**src/rtl/bq_pkg.sv**
```systemverilog
package bq_pkg;
  // Status flag positions decoded by the register interface.
  localparam int unsigned ST_TX_FULL  = 4;
  localparam int unsigned ST_RX_FULL  = 5;
  localparam int unsigned ST_RX_EMPTY = 6;
  localparam int unsigned ST_TX_EMPTY = 7;
  localparam int unsigned ST_WIDTH    = 8;

  typedef struct packed {
    logic rx_level;
    logic tx_empty;
    logic tx_half;
  } bq_cond_t;
endpackage

```
**src/rtl/bq_fifo.sv**
```systemverilog
module bq_fifo #(
  parameter int unsigned WIDTH = 8,
  parameter int unsigned DEPTH = 16
) (
  input  logic                       clk,
  input  logic                       rst_n,
  input  logic                       flush,
  input  logic                       in_valid,
  output logic                       in_ready,
  input  logic [WIDTH-1:0]           in_data,
  output logic                       out_valid,
  input  logic                       out_ready,
  output logic [WIDTH-1:0]           out_data,
  output logic [$clog2(DEPTH+1)-1:0] count,
  output logic [$clog2(DEPTH)-1:0]   level
);
  localparam int unsigned AW = $clog2(DEPTH);
  localparam int unsigned CW = $clog2(DEPTH+1);
  localparam logic [AW-1:0] LAST = AW'(DEPTH - 1);
  localparam logic [CW-1:0] FULL = CW'(DEPTH);

  logic [WIDTH-1:0] mem [DEPTH];
  logic [AW-1:0]    wr_ptr, rd_ptr;
  logic             push, pop;

  function automatic logic [AW-1:0] step(input logic [AW-1:0] p);
    return (p == LAST) ? '0 : p + 1'b1;
  endfunction

  assign in_ready  = (count != FULL) && !flush;
  assign out_valid = (count != '0) && !flush;
  assign push      = in_valid && in_ready;
  assign pop       = out_valid && out_ready;
  assign out_data  = mem[rd_ptr];
  assign level     = (count == '0) ? '0 : AW'(count - 1'b1);

  always_ff @(posedge clk) begin
    if (push) mem[wr_ptr] <= in_data;
  end

  always_ff @(posedge clk or negedge rst_n) begin
    if (!rst_n) begin
      wr_ptr <= '0;
      rd_ptr <= '0;
      count  <= '0;
    end else if (flush) begin
      wr_ptr <= '0;
      rd_ptr <= '0;
      count  <= '0;
    end else begin
      if (push) wr_ptr <= step(wr_ptr);
      if (pop)  rd_ptr <= step(rd_ptr);
      case ({push, pop})
        2'b10:   count <= count + 1'b1;
        2'b01:   count <= count - 1'b1;
        default: count <= count;
      endcase
    end
  end

  AST_COUNT_LIMIT: assert property (@(posedge clk) disable iff (!rst_n)
    count <= FULL);
  AST_FULL_BLOCKS: assert property (@(posedge clk) disable iff (!rst_n)
    (count == FULL) |-> !in_ready);
  AST_FLUSH_CLEARS: assert property (@(posedge clk) disable iff (!rst_n)
    flush |=> (count == '0));
  AST_EMPTY_POP_HOLDS: assert property (@(posedge clk) disable iff (!rst_n)
    ((count == '0) && !in_valid) |=> (count == '0));
  AST_POP_STEPS: assert property (@(posedge clk) disable iff (!rst_n)
    (pop && !push && !flush) |=> (count == $past(count) - 1'b1));
endmodule

```
**src/rtl/bq_edge_event.sv**
```systemverilog
module bq_edge_event #(
  parameter bit INIT = 1'b0
) (
  input  logic clk,
  input  logic rst_n,
  input  logic cond,
  output logic pulse
);
  logic cond_q;

  always_ff @(posedge clk or negedge rst_n) begin
    if (!rst_n) cond_q <= INIT;
    else        cond_q <= cond;
  end

  assign pulse = cond && !cond_q;

  AST_PULSE_SINGLE: assert property (@(posedge clk) disable iff (!rst_n)
    pulse |=> !pulse);
endmodule

```
**src/rtl/byte_queue_pair.sv**
```systemverilog
module byte_queue_pair #(
  parameter int unsigned DEPTH    = 16,
  parameter int unsigned TX_WIDTH = 10,
  parameter int unsigned RX_WIDTH = 8
) (
  input  logic                       clk,
  input  logic                       rst_n,
  input  logic                       tx_in_valid,
  output logic                       tx_in_ready,
  input  logic [TX_WIDTH-1:0]        tx_in_data,
  output logic                       tx_out_valid,
  input  logic                       tx_out_ready,
  output logic [TX_WIDTH-1:0]        tx_out_data,
  input  logic                       tx_flush,
  input  logic                       rx_in_valid,
  output logic                       rx_in_ready,
  input  logic [RX_WIDTH-1:0]        rx_in_data,
  output logic                       rx_out_valid,
  input  logic                       rx_out_ready,
  output logic [RX_WIDTH-1:0]        rx_out_data,
  input  logic                       rx_thresh_we,
  input  logic [$clog2(DEPTH)-1:0]   rx_thresh_din,
  output logic [$clog2(DEPTH)-1:0]   rx_thresh,
  output logic [$clog2(DEPTH)-1:0]   tx_level,
  output logic [$clog2(DEPTH)-1:0]   rx_level,
  output logic [7:0]                 status,
  output logic                       rx_level_evt,
  output logic                       tx_empty_evt,
  output logic                       tx_half_evt
);
  import bq_pkg::*;

  localparam int unsigned AW = $clog2(DEPTH);
  localparam int unsigned CW = $clog2(DEPTH+1);
  localparam logic [CW-1:0] FULL = CW'(DEPTH);
  localparam logic [CW-1:0] HALF = CW'(DEPTH / 2);

  logic [CW-1:0] tx_count, rx_count;
  bq_cond_t      cond, pulse;

  bq_fifo #(.WIDTH(TX_WIDTH), .DEPTH(DEPTH)) u_tx (
    .clk, .rst_n, .flush(tx_flush),
    .in_valid(tx_in_valid), .in_ready(tx_in_ready), .in_data(tx_in_data),
    .out_valid(tx_out_valid), .out_ready(tx_out_ready), .out_data(tx_out_data),
    .count(tx_count), .level(tx_level)
  );

  bq_fifo #(.WIDTH(RX_WIDTH), .DEPTH(DEPTH)) u_rx (
    .clk, .rst_n, .flush(1'b0),
    .in_valid(rx_in_valid), .in_ready(rx_in_ready), .in_data(rx_in_data),
    .out_valid(rx_out_valid), .out_ready(rx_out_ready), .out_data(rx_out_data),
    .count(rx_count), .level(rx_level)
  );

  always_ff @(posedge clk or negedge rst_n) begin
    if (!rst_n)            rx_thresh <= AW'(DEPTH - 1);
    else if (rx_thresh_we) rx_thresh <= rx_thresh_din;
  end

  always_comb begin
    cond.rx_level = rx_count > CW'(rx_thresh);
    cond.tx_empty = (tx_count == '0);
    cond.tx_half  = (tx_count <= HALF);
  end

  // Event conditions true at reset start with a high history bit.
  localparam bq_cond_t INIT_HIST = '{rx_level: 1'b0, tx_empty: 1'b1, tx_half: 1'b1};

  for (genvar g = 0; g < 3; g++) begin : g_evt
    bq_edge_event #(.INIT(INIT_HIST[g])) u_evt (
      .clk, .rst_n, .cond(cond[g]), .pulse(pulse[g])
    );
  end

  assign rx_level_evt = pulse.rx_level;
  assign tx_empty_evt = pulse.tx_empty;
  assign tx_half_evt  = pulse.tx_half;

  always_comb begin
    status              = '0;
    status[ST_TX_FULL]  = (tx_count == FULL);
    status[ST_RX_FULL]  = (rx_count == FULL);
    status[ST_RX_EMPTY] = (rx_count == '0);
    status[ST_TX_EMPTY] = (tx_count == '0);
  end

  AST_FLUSH_NO_FLOW: assert property (@(posedge clk) disable iff (!rst_n)
    tx_flush |-> (!tx_in_ready && !tx_out_valid));
  AST_THRESH_HOLD: assert property (@(posedge clk) disable iff (!rst_n)
    !rx_thresh_we |=> $stable(rx_thresh));
  AST_EMPTY_EVT_LEVEL: assert property (@(posedge clk) disable iff (!rst_n)
    tx_empty_evt |-> status[ST_TX_EMPTY]);
  AST_HALF_EVT_LEVEL: assert property (@(posedge clk) disable iff (!rst_n)
    tx_half_evt |-> !status[ST_TX_FULL]);
  AST_RX_EMPTY_NO_VALID: assert property (@(posedge clk) disable iff (!rst_n)
    status[ST_RX_EMPTY] |-> !rx_out_valid);
endmodule

```
**config.mk**
```make
export PLATFORM = sky130hd
export DESIGN_NAME = byte_queue_pair
export DESIGN_NICKNAME = d
export VERILOG_FILES = /design/src/rtl/bq_pkg.sv /design/src/rtl/bq_fifo.sv /design/src/rtl/bq_edge_event.sv /design/src/rtl/byte_queue_pair.sv
export SDC_FILE = /design/constraint.sdc
export NUM_CORES = 1
export LEC_CHECK = 0
export BUFFER_PORTS_ARGS = -buffer_cell sky130_fd_sc_hd__buf_2
export CAP_MARGIN = 20
export CORE_UTILIZATION = 35
export DETAILED_ROUTE_END_ITERATION = 6
export PLACE_DENSITY_LB_ADDON = 0.1
export SLEW_MARGIN = 25
export SYNTH_ARGS = -nofsm -noshare
export SYNTH_HDL_FRONTEND = slang
export SYNTH_SLANG_ARGS = --single-unit
```
**constraint.sdc**
```tcl
create_clock -name clk -period 2.5 [get_ports clk]
set_input_delay 0.5 -clock clk [delete_from_list [all_inputs] [get_ports clk]]
set_output_delay 0.5 -clock clk [all_outputs]
set_load 0.1 [all_outputs]
```
==> results.sh, run 1 <==
export IMPL_worst_slew_pin_slew_ps=900
export IMPL_synth_yosys_warnings=0
export IMPL_drt_pass1_iterations=5
export IMPL_rsz0062_at_grt="true"
export IMPL_port_buffers=70
export IMPL_slew_violations=0
export IMPL_die_h_um=196
export IMPL_vias_per_cell=4.94
export IMPL_power_switching_mw=8.93
export IMPL_yosysUniqueCellTypes=51
export IMPL_netlist_top_cells_count="288 x sky130_fd_sc_hd__edfxtp_1, 56 x sky130_fd_sc_hd__mux4_2, 40 x sky130_fd_sc_hd__nor2_1, 35 x sky130_fd_sc_hd__mux2i_1, 32 x sky130_fd_sc_hd__o21ai_0"
export IMPL_worstSkewPairLatency_ps=520
export IMPL_switching_share=0.397
export IMPL_maxClockFrequency_mhz=344
export IMPL_syn_area_um2=13200
export IMPL_drive_above_1_share=0.423
export IMPL_gp_congestion=0.798
export IMPL_ctsRootBufferMaster="sky130_fd_sc_hd__clkbuf_16"
export IMPL_synth_seq_area_share=0.718
export IMPL_hold_viol=0
export IMPL_postCtsHoldBufs=0
export IMPL_layout_nets=965
export IMPL_first_global_vias=7753
export IMPL_cap_viol_max_count=0
export IMPL_critical_path_max_fanout=12
export IMPL_num_io_pins=75
export IMPL_worst_hold_check_path_type="input port to asynchronous set/reset pin"
export IMPL_internal_power_mw=13.6
export IMPL_period_share=1.16
export IMPL_fillers=3165
export IMPL_setup_viol=26
export IMPL_synthDominantCellAreaShare=0.655
export IMPL_largest_net_degree_at_the_start_of_global_routing=41
export IMPL_worst_slack_ps=-410
export IMPL_worstPathRequired_ps=2000
export IMPL_insertedDiodeCount=0
export IMPL_critical_path_startpoint_type="flip-flop"
export IMPL_detail_route_wl_per_cell_um=20.9
export IMPL_syn_mean_instance_area_um2=17.4
export IMPL_synth_top_area_cell="sky130_fd_sc_hd__edfxtp_1"
export IMPL_dr_total_vias=7142
export IMPL_place_detailed_hpwl_um=19300
export IMPL_syn_inst=760
export IMPL_initial_core_util=0.358
export IMPL_hold_ws_ps=92.3
export IMPL_yosys_cell_count_top_type="sky130_fd_sc_hd__edfxtp_1"
export IMPL_area_growth_synth_to_final_pct=29.9
export IMPL_post_route_drc_count=0
export IMPL_power_density_nw_per_um2=1310
export IMPL_htreeDepth=2
export IMPL_total_leakage_power_nw=5.79
export IMPL_timing_slew_headroom=0.400
export IMPL_async_flop_share=0.103
export IMPL_design_die_area_um2=38500
export IMPL_r2r_setup_slack_ps=180
export IMPL_synth_main_ff_cell="sky130_fd_sc_hd__edfxtp_1"
export IMPL_tritoncts_num_buffers=36
export IMPL_cp_data_arrival_time_ps=2410
export IMPL_synth_enable_flop_cells=288
export IMPL_grt_first_pass_wirelength_um=46500
export IMPL_crit_path_end_kind="output port"
export IMPL_floorplan_rows=70
export IMPL_cts_sinks=321
export IMPL_cts_tree="done"
export IMPL_r2r_cells=7
export IMPL_layout_min_cycle_time_ps=2910
export IMPL_rr_startpoint="u_tx.count[1]$_DFFE_PN0P_"
export IMPL_synth_register_bits=321
export IMPL_groute_usage_overall=0.160
export IMPL_clock_skew_ps=21.3
export IMPL_seqPwrFrac=0.296
export IMPL_routed_wl_um=30200
export IMPL_power_frac_comb=0.486
export IMPL_failing_checks="negative setup slack"
export IMPL_synth_area_top_cells="sky130_fd_sc_hd__edfxtp_1 65%, sky130_fd_sc_hd__mux4_2 9.5%, sky130_fd_sc_hd__dfrtp_1 5.1%"
export IMPL_vdd_drop_max_v=0.00204
export IMPL_fin_cells=1445
export IMPL_clk_path_buf_depth=3
export IMPL_gr_total_overflow=0
export IMPL_share_clk_of_total_power=0.217
export IMPL_timing_rr_end="u_tx.mem[14][3]$_DFFE_PP_"
export IMPL_pre_cts_slack_ps=-92.7
export IMPL_cts_reportedPaths_clkPinSlew_ps=60
export IMPL_core_area_um2=36900
export IMPL_dieWidth_um=196
export IMPL_antenna_found_initial=0
export IMPL_post_place_cells=1358
export IMPL_drt_initial_drc_count=356
export IMPL_outcome="finished with violations"
export IMPL_drtAntennaViolNets=0
export IMPL_worst_path_class_setup="flip-flop to output port"
export IMPL_report_power_total_mw=22.5
[placed cells by master, fill, tap and decap left out, types with 11 or more instances in the layout]
| master | count |
|---|---|
| sky130_fd_sc_hd__buf_12 | 39 |
| sky130_fd_sc_hd__buf_2 | 33 |
| sky130_fd_sc_hd__buf_4 | 72 |
| sky130_fd_sc_hd__buf_6 | 11 |
| sky130_fd_sc_hd__clkbuf_16 | 36 |
| sky130_fd_sc_hd__clkinv_1 | 11 |
| sky130_fd_sc_hd__dfrtp_1 | 25 |
| sky130_fd_sc_hd__edfxtp_1 | 288 |
| sky130_fd_sc_hd__ha_1 | 15 |
| sky130_fd_sc_hd__inv_1 | 15 |
| sky130_fd_sc_hd__mux2i_1 | 28 |
| sky130_fd_sc_hd__mux4_2 | 56 |
| sky130_fd_sc_hd__nand2_1 | 17 |
| sky130_fd_sc_hd__nand3_1 | 12 |
| sky130_fd_sc_hd__nor2_1 | 23 |
| sky130_fd_sc_hd__nor2_4 | 16 |
| sky130_fd_sc_hd__nor2b_1 | 14 |
| sky130_fd_sc_hd__o21ai_0 | 15 |
| sky130_fd_sc_hd__xnor2_1 | 13 |
[power by group through the flow]
stage | Combinational, mW | Clock (mW) | Sequential, mW
after floorplan | 6.58 | 0 | 6.60
final | 10.9 | 4.89 | 6.67
after global placement | 8.90 | 0 | 6.72
after detailed placement | 8.94 | 0 | 6.75
after CTS | 10.7 | 5.01 | 6.65
after global routing | 11.5 | 5.24 | 6.72
[metal layers]
layer / routed length [µm] / track usage / up-vias
met3: 896 / 0.0234 / 44
met5: 0 / 0 / -
met1: 14000 / 0.221 / 3694
met4: 543 / 0.0388 / 0
li1: - / - / 3297
met2: 14800 / 0.265 / 107
[cell type report]
class / instances / area [µm²] / share of cell area
Multi-Input combinational cell: 375 / 4140 / 0.241
Timing Repair Buffer: 161 / 1730 / 0.101
Sequential cell: 321 / 9500 / 0.553
Inverter: 20 / 85.1 / 0.00496
Clock buffer: 41 / 920 / 0.0536
Clock inverter: 23 / 171 / 0.00998
Tap cell: 504 / 631 / 0.0367
[state kept, by name, indices dropped and copies added, names as in the netlist]
register / cells
u_tx.mem: 160
u_rx.mem: 128
u_rx.count: 5
u_tx.count: 5
rx_thresh: 4
u_rx.rd_ptr: 4
u_rx.wr_ptr: 4
u_tx.rd_ptr: 4
u_tx.wr_ptr: 4
g_evt.u_evt.cond_q: 3
[repair_timing]
item / in CTS / in global routing
gates resized for setup: 138 / 45
endpoints found under the setup margin: 37 / 65
gates cloned: 4 / 0
pin swaps: 25 / 25
setup buffers: 16 / 4
[per-stage QoR]
step                 util  instance area [µm²]  setup TNS, ps
finish              0.466                17200          -6970
global route        0.466                17200          -8860
CTS                 0.460                17000          -7240
detailed placement  0.410                15100           -314
global placement    0.410                15100          -99.6
floorplan               -                13600          -9840
[cell families after synthesis]
group,synth area share
flops,0.718
simple gates,0.0495
mux,0.131
compound gates,0.0480
buf+inv,0.0230
fa+ha+maj,0.0189
xor+xnor,0.0113
other cells,0.000284
[critical path: stages, from the launching register on]
cell	delay, ps
sky130_fd_sc_hd__dfrtp_2	410
sky130_fd_sc_hd__buf_12	170
sky130_fd_sc_hd__mux4_2	500
sky130_fd_sc_hd__nor2b_1	160
sky130_fd_sc_hd__a211oi_2	270
sky130_fd_sc_hd__buf_4	170
sky130_fd_sc_hd__a21oi_4	40
sky130_fd_sc_hd__buf_12	170
[how the worst max path moves through the flow]
stage,from,slack (ps),cells past startpoint,end
floorplan,u_rx.count[0]$_DFFE_PN0P_,-740,4,rx_level[0]
global placement,u_tx.rd_ptr[0]$_DFFE_PN0P_,-60,7,tx_out_data[9]
detailed placement,u_tx.rd_ptr[2]$_DFFE_PN0P_,-90,7,tx_out_data[4]
CTS,u_tx.rd_ptr[0]$_DFFE_PN0P_,-410,7,tx_out_data[0]
global route,u_tx.rd_ptr[0]$_DFFE_PN0P_,-470,7,tx_out_data[7]
finish,u_tx.rd_ptr[0]$_DFFE_PN0P_,-410,7,tx_out_data[3]
No activity file was read; power rests on OpenSTA's default activity.
==> run 2, diff against run 1 <==
Settings changed: CAP_MARGIN 20 to 30, MAX_ROUTING_LAYER from default to met4, SYNTH_HIERARCHICAL from default to 1.
==> run 2 against run 1 <==
Net effect:
- the run still ends with negative setup slack left
- via count rose by 5.4%
- power shrank 24%
- synthesized area up 3.0%
- maximum frequency grew 0.30%
- critical path type unchanged
- critical endpoint is now tx_out_data[5]
==> results.sh, run 2 <==
export IMPL_layout_min_cycle_time_ps=2900
export IMPL_crit_path_end_kind="output port"
export IMPL_synth_enable_flop_cells=288
export IMPL_critical_path_max_fanout=8
export IMPL_failing_checks="negative setup slack"
export IMPL_worstSkewPairLatency_ps=530
export IMPL_die_h_um=199
export IMPL_cp_data_arrival_time_ps=2400
export IMPL_yosys_cell_count_top_type="sky130_fd_sc_hd__edfxtp_1"
export IMPL_cts_sinks=321
export IMPL_most_frequent_standard_cell_in_the_layout_excluding_fill_and_tap_cells="sky130_fd_sc_hd__edfxtp_1"
export IMPL_cts_reportedPaths_clkPinSlew_ps=50
export IMPL_syn_area_um2=13600
export IMPL_clock_skew_ps=14.3
export IMPL_async_flop_share=0.103
export IMPL_dr_total_vias=7526
export IMPL_maxClockFrequency_mhz=345
export IMPL_largest_register_ffs=160
export IMPL_area_growth_synth_to_final_pct=30.1
export IMPL_worst_hold_check_path_type="input port to asynchronous set/reset pin"
export IMPL_syn_mean_instance_area_um2=17.6
export IMPL_grt_first_pass_wirelength_um=48100
export IMPL_core_area_um2=37900
export IMPL_place_detailed_hpwl_um=19700
export IMPL_synth_register_bits=321
export IMPL_antenna_found_initial=0
export IMPL_worst_slack_ps=-401
export IMPL_postCtsHoldBufs=0
export IMPL_setup_viol=23
export IMPL_largest_registers="u_tx/mem x160, u_rx/mem x128"
export IMPL_slew_violations=0
export IMPL_largest_net_degree_at_the_start_of_global_routing=42
export IMPL_initial_core_util=0.359
export IMPL_cap_viol_max_count=0
export IMPL_wl_met3_um=1100
export IMPL_dieWidth_um=199
export IMPL_syn_inst=772
export IMPL_drt_initial_drc_count=481
export IMPL_timing_slew_headroom=0.440
export IMPL_finalSetupTns_ps=-6860
export IMPL_worst_path_class_setup="flip-flop to output port"
export IMPL_post_route_drc_count=0
export IMPL_floorplan_rows=71
export IMPL_netlist_top_cells_count="288 x sky130_fd_sc_hd__edfxtp_1, 72 x sky130_fd_sc_hd__mux4_2, 34 x sky130_fd_sc_hd__a21oi_1, 30 x sky130_fd_sc_hd__nor2_1, 27 x sky130_fd_sc_hd__dfrtp_1"
export IMPL_vdd_drop_max_v=0.00107
export IMPL_cts_tree="done"
export IMPL_first_global_vias=8103
export IMPL_power_density_nw_per_um2=967
export IMPL_wl_met2_um=14900
export IMPL_synth_yosys_warnings=6
export IMPL_period_share=1.16
export IMPL_hold_viol=0
export IMPL_gr_total_overflow=0
export IMPL_vias_per_cell=5.06
export IMPL_yosysUniqueCellTypes=63
export IMPL_critical_path_startpoint_type="flip-flop"
export IMPL_synthDominantCellAreaShare=0.635
export IMPL_fillers=3245
export IMPL_drt_pass1_iterations=5
export IMPL_final_core_utilization=0.467
export IMPL_synth_main_ff_cell="sky130_fd_sc_hd__edfxtp_1"
export IMPL_drive_above_1_share=0.415
export IMPL_worstPathRequired_ps=2000
export IMPL_layout_nets=995
export IMPL_tritoncts_num_buffers=37
export IMPL_port_buffers=70
export IMPL_htreeDepth=2
export IMPL_pre_cts_slack_ps=-107
export IMPL_gp_congestion=0.783
export IMPL_synth_top_area_cell="sky130_fd_sc_hd__edfxtp_1"
export IMPL_worst_slew_pin_slew_ps=840
export IMPL_m1WireLength_um=14100
export IMPL_register_ranked_first_by_flip_flop_count="u_tx/mem"
export IMPL_detail_route_wl_per_cell_um=20.6
export IMPL_final_cell_mix="288 x sky130_fd_sc_hd__edfxtp_1, 83 x sky130_fd_sc_hd__buf_4, 72 x sky130_fd_sc_hd__mux4_2"
export IMPL_routed_wl_um=30600
export IMPL_design_die_area_um2=39700
export IMPL_drtAntennaViolNets=0
export IMPL_top_layer="met4"
export IMPL_ctsRootBufferMaster="sky130_fd_sc_hd__clkbuf_16"
export IMPL_synth_area_top_cells="sky130_fd_sc_hd__edfxtp_1 64%, sky130_fd_sc_hd__mux4_2 12%, sky130_fd_sc_hd__dfrtp_1 5.0%"
export IMPL_report_power_total_mw=17.1
export IMPL_rsz0062_at_grt="true"
export IMPL_total_leakage_power_nw=6.00
export IMPL_outcome="finished with violations"
export IMPL_num_io_pins=75
export IMPL_synth_seq_area_share=0.696
export IMPL_groute_usage_overall=0.165
export IMPL_clk_path_buf_depth=3
==> run 2: cell types whose count changed after synthesis, sizes merged, moves of 7 or more <==
cell / previous run / this run
a211oi: 11 / 18
a21oi: 26 / 34
a22oi: 9 / 1
and2: 5 / 18
and4: 1 / 8
mux2: 11 / 2
mux2i: 35 / 19
mux4: 56 / 72
nand2: 27 / 19
nor2: 40 / 30
nor2b: 16 / 25
o21ai: 32 / 12
xnor2: 13 / 6
==> run 2: final timing paths <==
check	slack, ps	cells past startpoint	endpoint	from
hold reg to reg	610	2	u_rx/wr_ptr[3]$_DFFE_PN0P_	u_rx/wr_ptr[0]$_DFFE_PN0P_
setup reg to reg	190	7	u_tx/count[3]$_DFFE_PN0P_	u_tx/count[1]$_DFFE_PN0P_
min in group clk	210	3	rx_thresh[1]$_DFFE_PN1P_	rx_thresh_din[1]
hold / removal	90	1	u_tx/rd_ptr[2]$_DFFE_PN0P_	rst_n
setup / recovery	-400	8	tx_out_data[5]	u_tx/rd_ptr[0]$_DFFE_PN0P_
max in group asynchronous	1830	1	u_rx/rd_ptr[0]$_DFFE_PN0P_	rst_n
==> run 2: layout make-up <==
| cell class | instances | area (µm²) | area share |
|---|---|---|---|
| clock inverter | 20 | 149 | 0.00841 |
| tap | 511 | 639 | 0.0361 |
| antenna | 1 | 2.50 | 0.000141 |
| clock buffer | 47 | 1030 | 0.0580 |
| sequential | 321 | 9500 | 0.536 |
| timing repair buffer | 179 | 1960 | 0.110 |
| inverter | 24 | 95.1 | 0.00537 |
| multi-input combinational | 384 | 4340 | 0.245 |
==> run 2: power breakdown <==
group / switching (mW) / leakage, nW / internal (mW) / total (mW)
clock network: 2.10 / 0.566 / 3.11 / 5.21
registers: 0.126 / 3.02 / 5.98 / 6.11
logic: 3.33 / 2.42 / 2.48 / 5.81
total: 5.55 / 6.00 / 11.6 / 17.1
==> run 2: routing by layer <==
metal,GRT usage,up-vias
met5,-,-
met4,0.0444,0
met3,0.0257,46
met2,0.261,151
met1,0.223,3904
li1,-,3425
==> run 2: timing repair <==
action                     4_1_cts  5_1_grt
setup endpoints to repair       36       35
cloned                           1        0
gates resized for setup        136       27
setup buffers                   17        6
pin swaps                       10        8
==> run 2: metrics by stage <==
stage | cells | hold slack, ps | instance area, µm²
global route | 1486 | 137 | 17700
detailed placement | 1397 | 605 | 15700
finish | 1487 | 87.0 | 17700
global placement | 1397 | 578 | 15700
floorplan | 777 | 204 | 13900
CTS | 1481 | 101 | 17600
==> run 2: cells by family after synthesis <==
kind of cell | share of synthesized area
adder cells (fa/ha/maj) | 0.0165
multiplexers | 0.135
flip-flops | 0.696
AO/OA/AOI/OAI | 0.0452
AND/OR/NAND/NOR | 0.0750
buffers and inverters | 0.0255
other | 0.000275
XOR/XNOR | 0.00643
==> run 2: worst max-delay path, cell delays in order (launching register included) <==
cell                       delay (ps)
sky130_fd_sc_hd__dfrtp_2          380
sky130_fd_sc_hd__buf_4            140
sky130_fd_sc_hd__buf_16           140
sky130_fd_sc_hd__mux4_2           500
sky130_fd_sc_hd__nor2b_1          150
sky130_fd_sc_hd__a211oi_2         190
sky130_fd_sc_hd__buf_4            170
sky130_fd_sc_hd__a21oi_4           40
sky130_fd_sc_hd__buf_12           170
==> run 3, diff against run 2 <==
Settings changed: ABC_AREA from default to 1, BUFFER_PORTS_ARGS -buffer_cell sky130_fd_sc_hd__buf_2 to default, DONT_BUFFER_PORTS from default to 1.
==> run 3 against run 2 <==
Net effect:
- the run still ends with negative setup slack left
- hold slack got worse by 50 ps
- largest cell class unchanged
- synthesized cell count rose by 56%
- core utilization fell by 0.060 points
- critical path depth shrank 1
- clock skew grew 10 ps
- global-route usage rose by 2.7 points
- critical endpoint is now rx_out_data[4]
==> results.sh, run 3 <==
export IMPL_pre_cts_slack_ps=216
export IMPL_dieWidth_um=201
export IMPL_layout_min_cycle_time_ps=2760
export IMPL_cts_sinks=321
export IMPL_drive_above_1_share=0.276
export IMPL_internal_power_mw=11.8
export IMPL_detail_route_wl_per_cell_um=20.8
export IMPL_worst_slack_ps=-261
export IMPL_switching_share=0.377
export IMPL_ctsRootBufferMaster="sky130_fd_sc_hd__clkbuf_16"
export IMPL_most_frequent_standard_cell_in_the_layout_excluding_fill_and_tap_cells="sky130_fd_sc_hd__edfxtp_1"
export IMPL_gp_congestion=0.769
export IMPL_antenna_found_initial=0
export IMPL_share_clk_of_total_power=0.279
export IMPL_synth_register_bits=321
export IMPL_yosysUniqueCellTypes=41
export IMPL_vdd_drop_max_v=0.00110
export IMPL_syn_mean_instance_area_um2=11.5
export IMPL_worst_hold_check_path_type="input port to flip-flop"
export IMPL_worst_path_class_setup="flip-flop to output port"
export IMPL_power_switching_mw=7.16
export IMPL_timing_slew_headroom=0.539
export IMPL_total_leakage_power_nw=6.68
export IMPL_synthDominantCellAreaShare=0.622
export IMPL_cts_reportedPaths_clkPinSlew_ps=50
export IMPL_yosys_cell_count_top_type="sky130_fd_sc_hd__edfxtp_1"
export IMPL_failing_checks="negative setup slack"
export IMPL_critical_path_startpoint_type="flip-flop"
export IMPL_synth_main_ff_cell="sky130_fd_sc_hd__edfxtp_1"
export IMPL_grt_first_pass_wirelength_um=57200
export IMPL_syn_area_um2=13900
export IMPL_tritoncts_num_buffers=38
export IMPL_largest_registers="u_tx/mem x160, u_rx/mem x128"
export IMPL_clk_path_buf_depth=3
export IMPL_cp_data_arrival_time_ps=2260
export IMPL_async_flop_share=0.103
export IMPL_worstPathRequired_ps=2000
export IMPL_worstSkewPairLatency_ps=560
export IMPL_design_die_area_um2=40500
export IMPL_synth_seq_area_share=0.682
export IMPL_drtAntennaViolNets=0
export IMPL_floorplan_rows=72
export IMPL_netlist_top_cells_count="288 x sky130_fd_sc_hd__edfxtp_1, 227 x sky130_fd_sc_hd__nor2_1, 161 x sky130_fd_sc_hd__o21ai_0, 159 x sky130_fd_sc_hd__nand2_1, 65 x sky130_fd_sc_hd__inv_1"
export IMPL_synth_enable_flop_cells=288
export IMPL_first_global_vias=9234
export IMPL_initial_core_util=0.357
export IMPL_htreeDepth=2
export IMPL_gr_total_overflow=0
export IMPL_place_detailed_hpwl_um=22100
export IMPL_layout_nets=1392
export IMPL_die_h_um=201
export IMPL_critical_path_max_fanout=20
export IMPL_crit_path_end_kind="output port"
export IMPL_setup_viol=19
export IMPL_report_power_total_mw=19.0
export IMPL_insertedDiodeCount=0
export IMPL_largest_register_ffs=160
export IMPL_register_ranked_first_by_flip_flop_count="u_tx/mem"
export IMPL_area_growth_synth_to_final_pct=30.6
export IMPL_slew_violations=0
export IMPL_clock_skew_ps=24.8
export IMPL_rsz0062_at_grt="true"
export IMPL_synth_top_area_cell="sky130_fd_sc_hd__edfxtp_1"
export IMPL_hold_path_depth=1
export IMPL_power_density_nw_per_um2=1050
export IMPL_drt_pass1_iterations=5
export IMPL_port_buffers=0
export IMPL_seqPwrFrac=0.327
export IMPL_dr_total_vias=9529
export IMPL_worst_slew_pin_slew_ps=689
export IMPL_syn_inst=1206
export IMPL_drt_initial_drc_count=645
export IMPL_num_io_pins=75
export IMPL_period_share=1.10
export IMPL_power_frac_comb=0.394
export IMPL_cap_viol_max_count=0
export IMPL_synth_area_top_cells="sky130_fd_sc_hd__edfxtp_1 62%, sky130_fd_sc_hd__nor2_1 6.1%, sky130_fd_sc_hd__o21ai_0 5.8%"
export IMPL_vias_per_cell=5.04
export IMPL_post_route_drc_count=0
export IMPL_largest_net_degree_at_the_start_of_global_routing=45
export IMPL_r2r_cells=8
export IMPL_maxClockFrequency_mhz=362
export IMPL_hold_viol=0
export IMPL_outcome="finished with violations"
export IMPL_final_cell_mix="288 x sky130_fd_sc_hd__edfxtp_1, 183 x sky130_fd_sc_hd__nor2_1, 144 x sky130_fd_sc_hd__nand2_1"
export IMPL_cts_tree="done"
export IMPL_routed_wl_um=39300
export IMPL_core_area_um2=38900
export IMPL_synth_yosys_warnings=6
export IMPL_groute_usage_overall=0.192
-- run 3: worst paths after layout --
path	endpoint	startpoint	slack (ps)
setup / recovery	rx_out_data[4]	u_rx/rd_ptr[0]$_DFFE_PN0P_	-260
hold / removal	rx_thresh[2]$_DFFE_PN1P_	rx_thresh_we	40
setup reg to reg	u_rx/mem[1][0]$_DFFE_PP_	u_rx/count[1]$_DFFE_PN0P_	560
hold reg to reg	u_tx/wr_ptr[2]$_DFFE_PN0P_	u_tx/wr_ptr[2]$_DFFE_PN0P_	550
max in group asynchronous	g_evt[1].u_evt/cond_q$_DFF_PN1_	rst_n	1830
min in group asynchronous	u_rx/count[2]$_DFFE_PN0P_	rst_n	420
-- run 3: layout make-up --
cell class              instances  area, µm²
well taps                     518        648
repair buffers                154       2180
flip-flops and latches        321       9500
clock buffers                  48        988
fillers                      3561      20800
multi-input cells             755       4340
inverters                      74        305
clock inverters                19        183
-- run 3: per-stage QoR --
stage | hold WS, ps | setup TNS [ps] | area [µm²] | util | cells
global placement | 206 | 0 | 15400 | 0.395 | 1768
floorplan | 204 | -408 | 14000 | - | 1211
global route | 6.26 | -5140 | 18100 | 0.466 | 1889
detailed placement | 205 | 0 | 15400 | 0.395 | 1768
finish | 37.3 | -3610 | 18100 | 0.466 | 1889
CTS | 1.14 | -3680 | 17200 | 0.443 | 1861
-- run 3: repair_timing --
action,4_1_cts,5_1_grt
resized for setup,98,154
gates cloned,10,18
buffers inserted,14,12
pin swaps,29,94
endpoints found under the setup margin,29,25
endpoints found under the hold margin,33,0
hold buffers,2,0
-- run 3: metal layers --
| layer | vias to the layer above | wire length (µm) | GRT usage |
|---|---|---|---|
| li1 | 4516 | - | - |
| met1 | 4751 | 17000 | 0.249 |
| met2 | 209 | 19700 | 0.312 |
| met3 | 53 | 1740 | 0.0300 |
| met4 | 0 | 851 | 0.0536 |
| met5 | - | 0 | - |
-- run 3: power groups by stage --
stage	Clock [mW]	Sequential [mW]	Combinational (mW)
2_1_floorplan	0	6.28	4.27
3_3_place_gp	0	6.30	5.92
3_5_place_dp	0	6.30	5.92
4_1_cts	5.44	6.19	6.63
5_1_grt	5.64	6.23	7.90
6_report	5.30	6.21	7.49
-- run 3: kinds of logic after synthesis --
group / count (synthesis) / share of synthesized area
AND/OR/NAND/NOR: 473 / 0.149
flip-flops: 321 / 0.682
AO/OA/AOI/OAI: 248 / 0.100
buffers and inverters: 135 / 0.0449
adder cells (fa/ha/maj): 18 / 0.0162
XOR/XNOR: 9 / 0.00567
other: 1 / 0.000270
multiplexers: 1 / 0.000810
-- run 3: worst max-delay path: stages, from the launching register on --
cell and delay [ps]:
sky130_fd_sc_hd__dfrtp_2 510, sky130_fd_sc_hd__inv_6 90, sky130_fd_sc_hd__clkbuf_16 200, sky130_fd_sc_hd__o21ai_2 150, sky130_fd_sc_hd__o21ai_1 80, sky130_fd_sc_hd__o211ai_1 310, sky130_fd_sc_hd__nand2_1 170, sky130_fd_sc_hd__buf_12 200
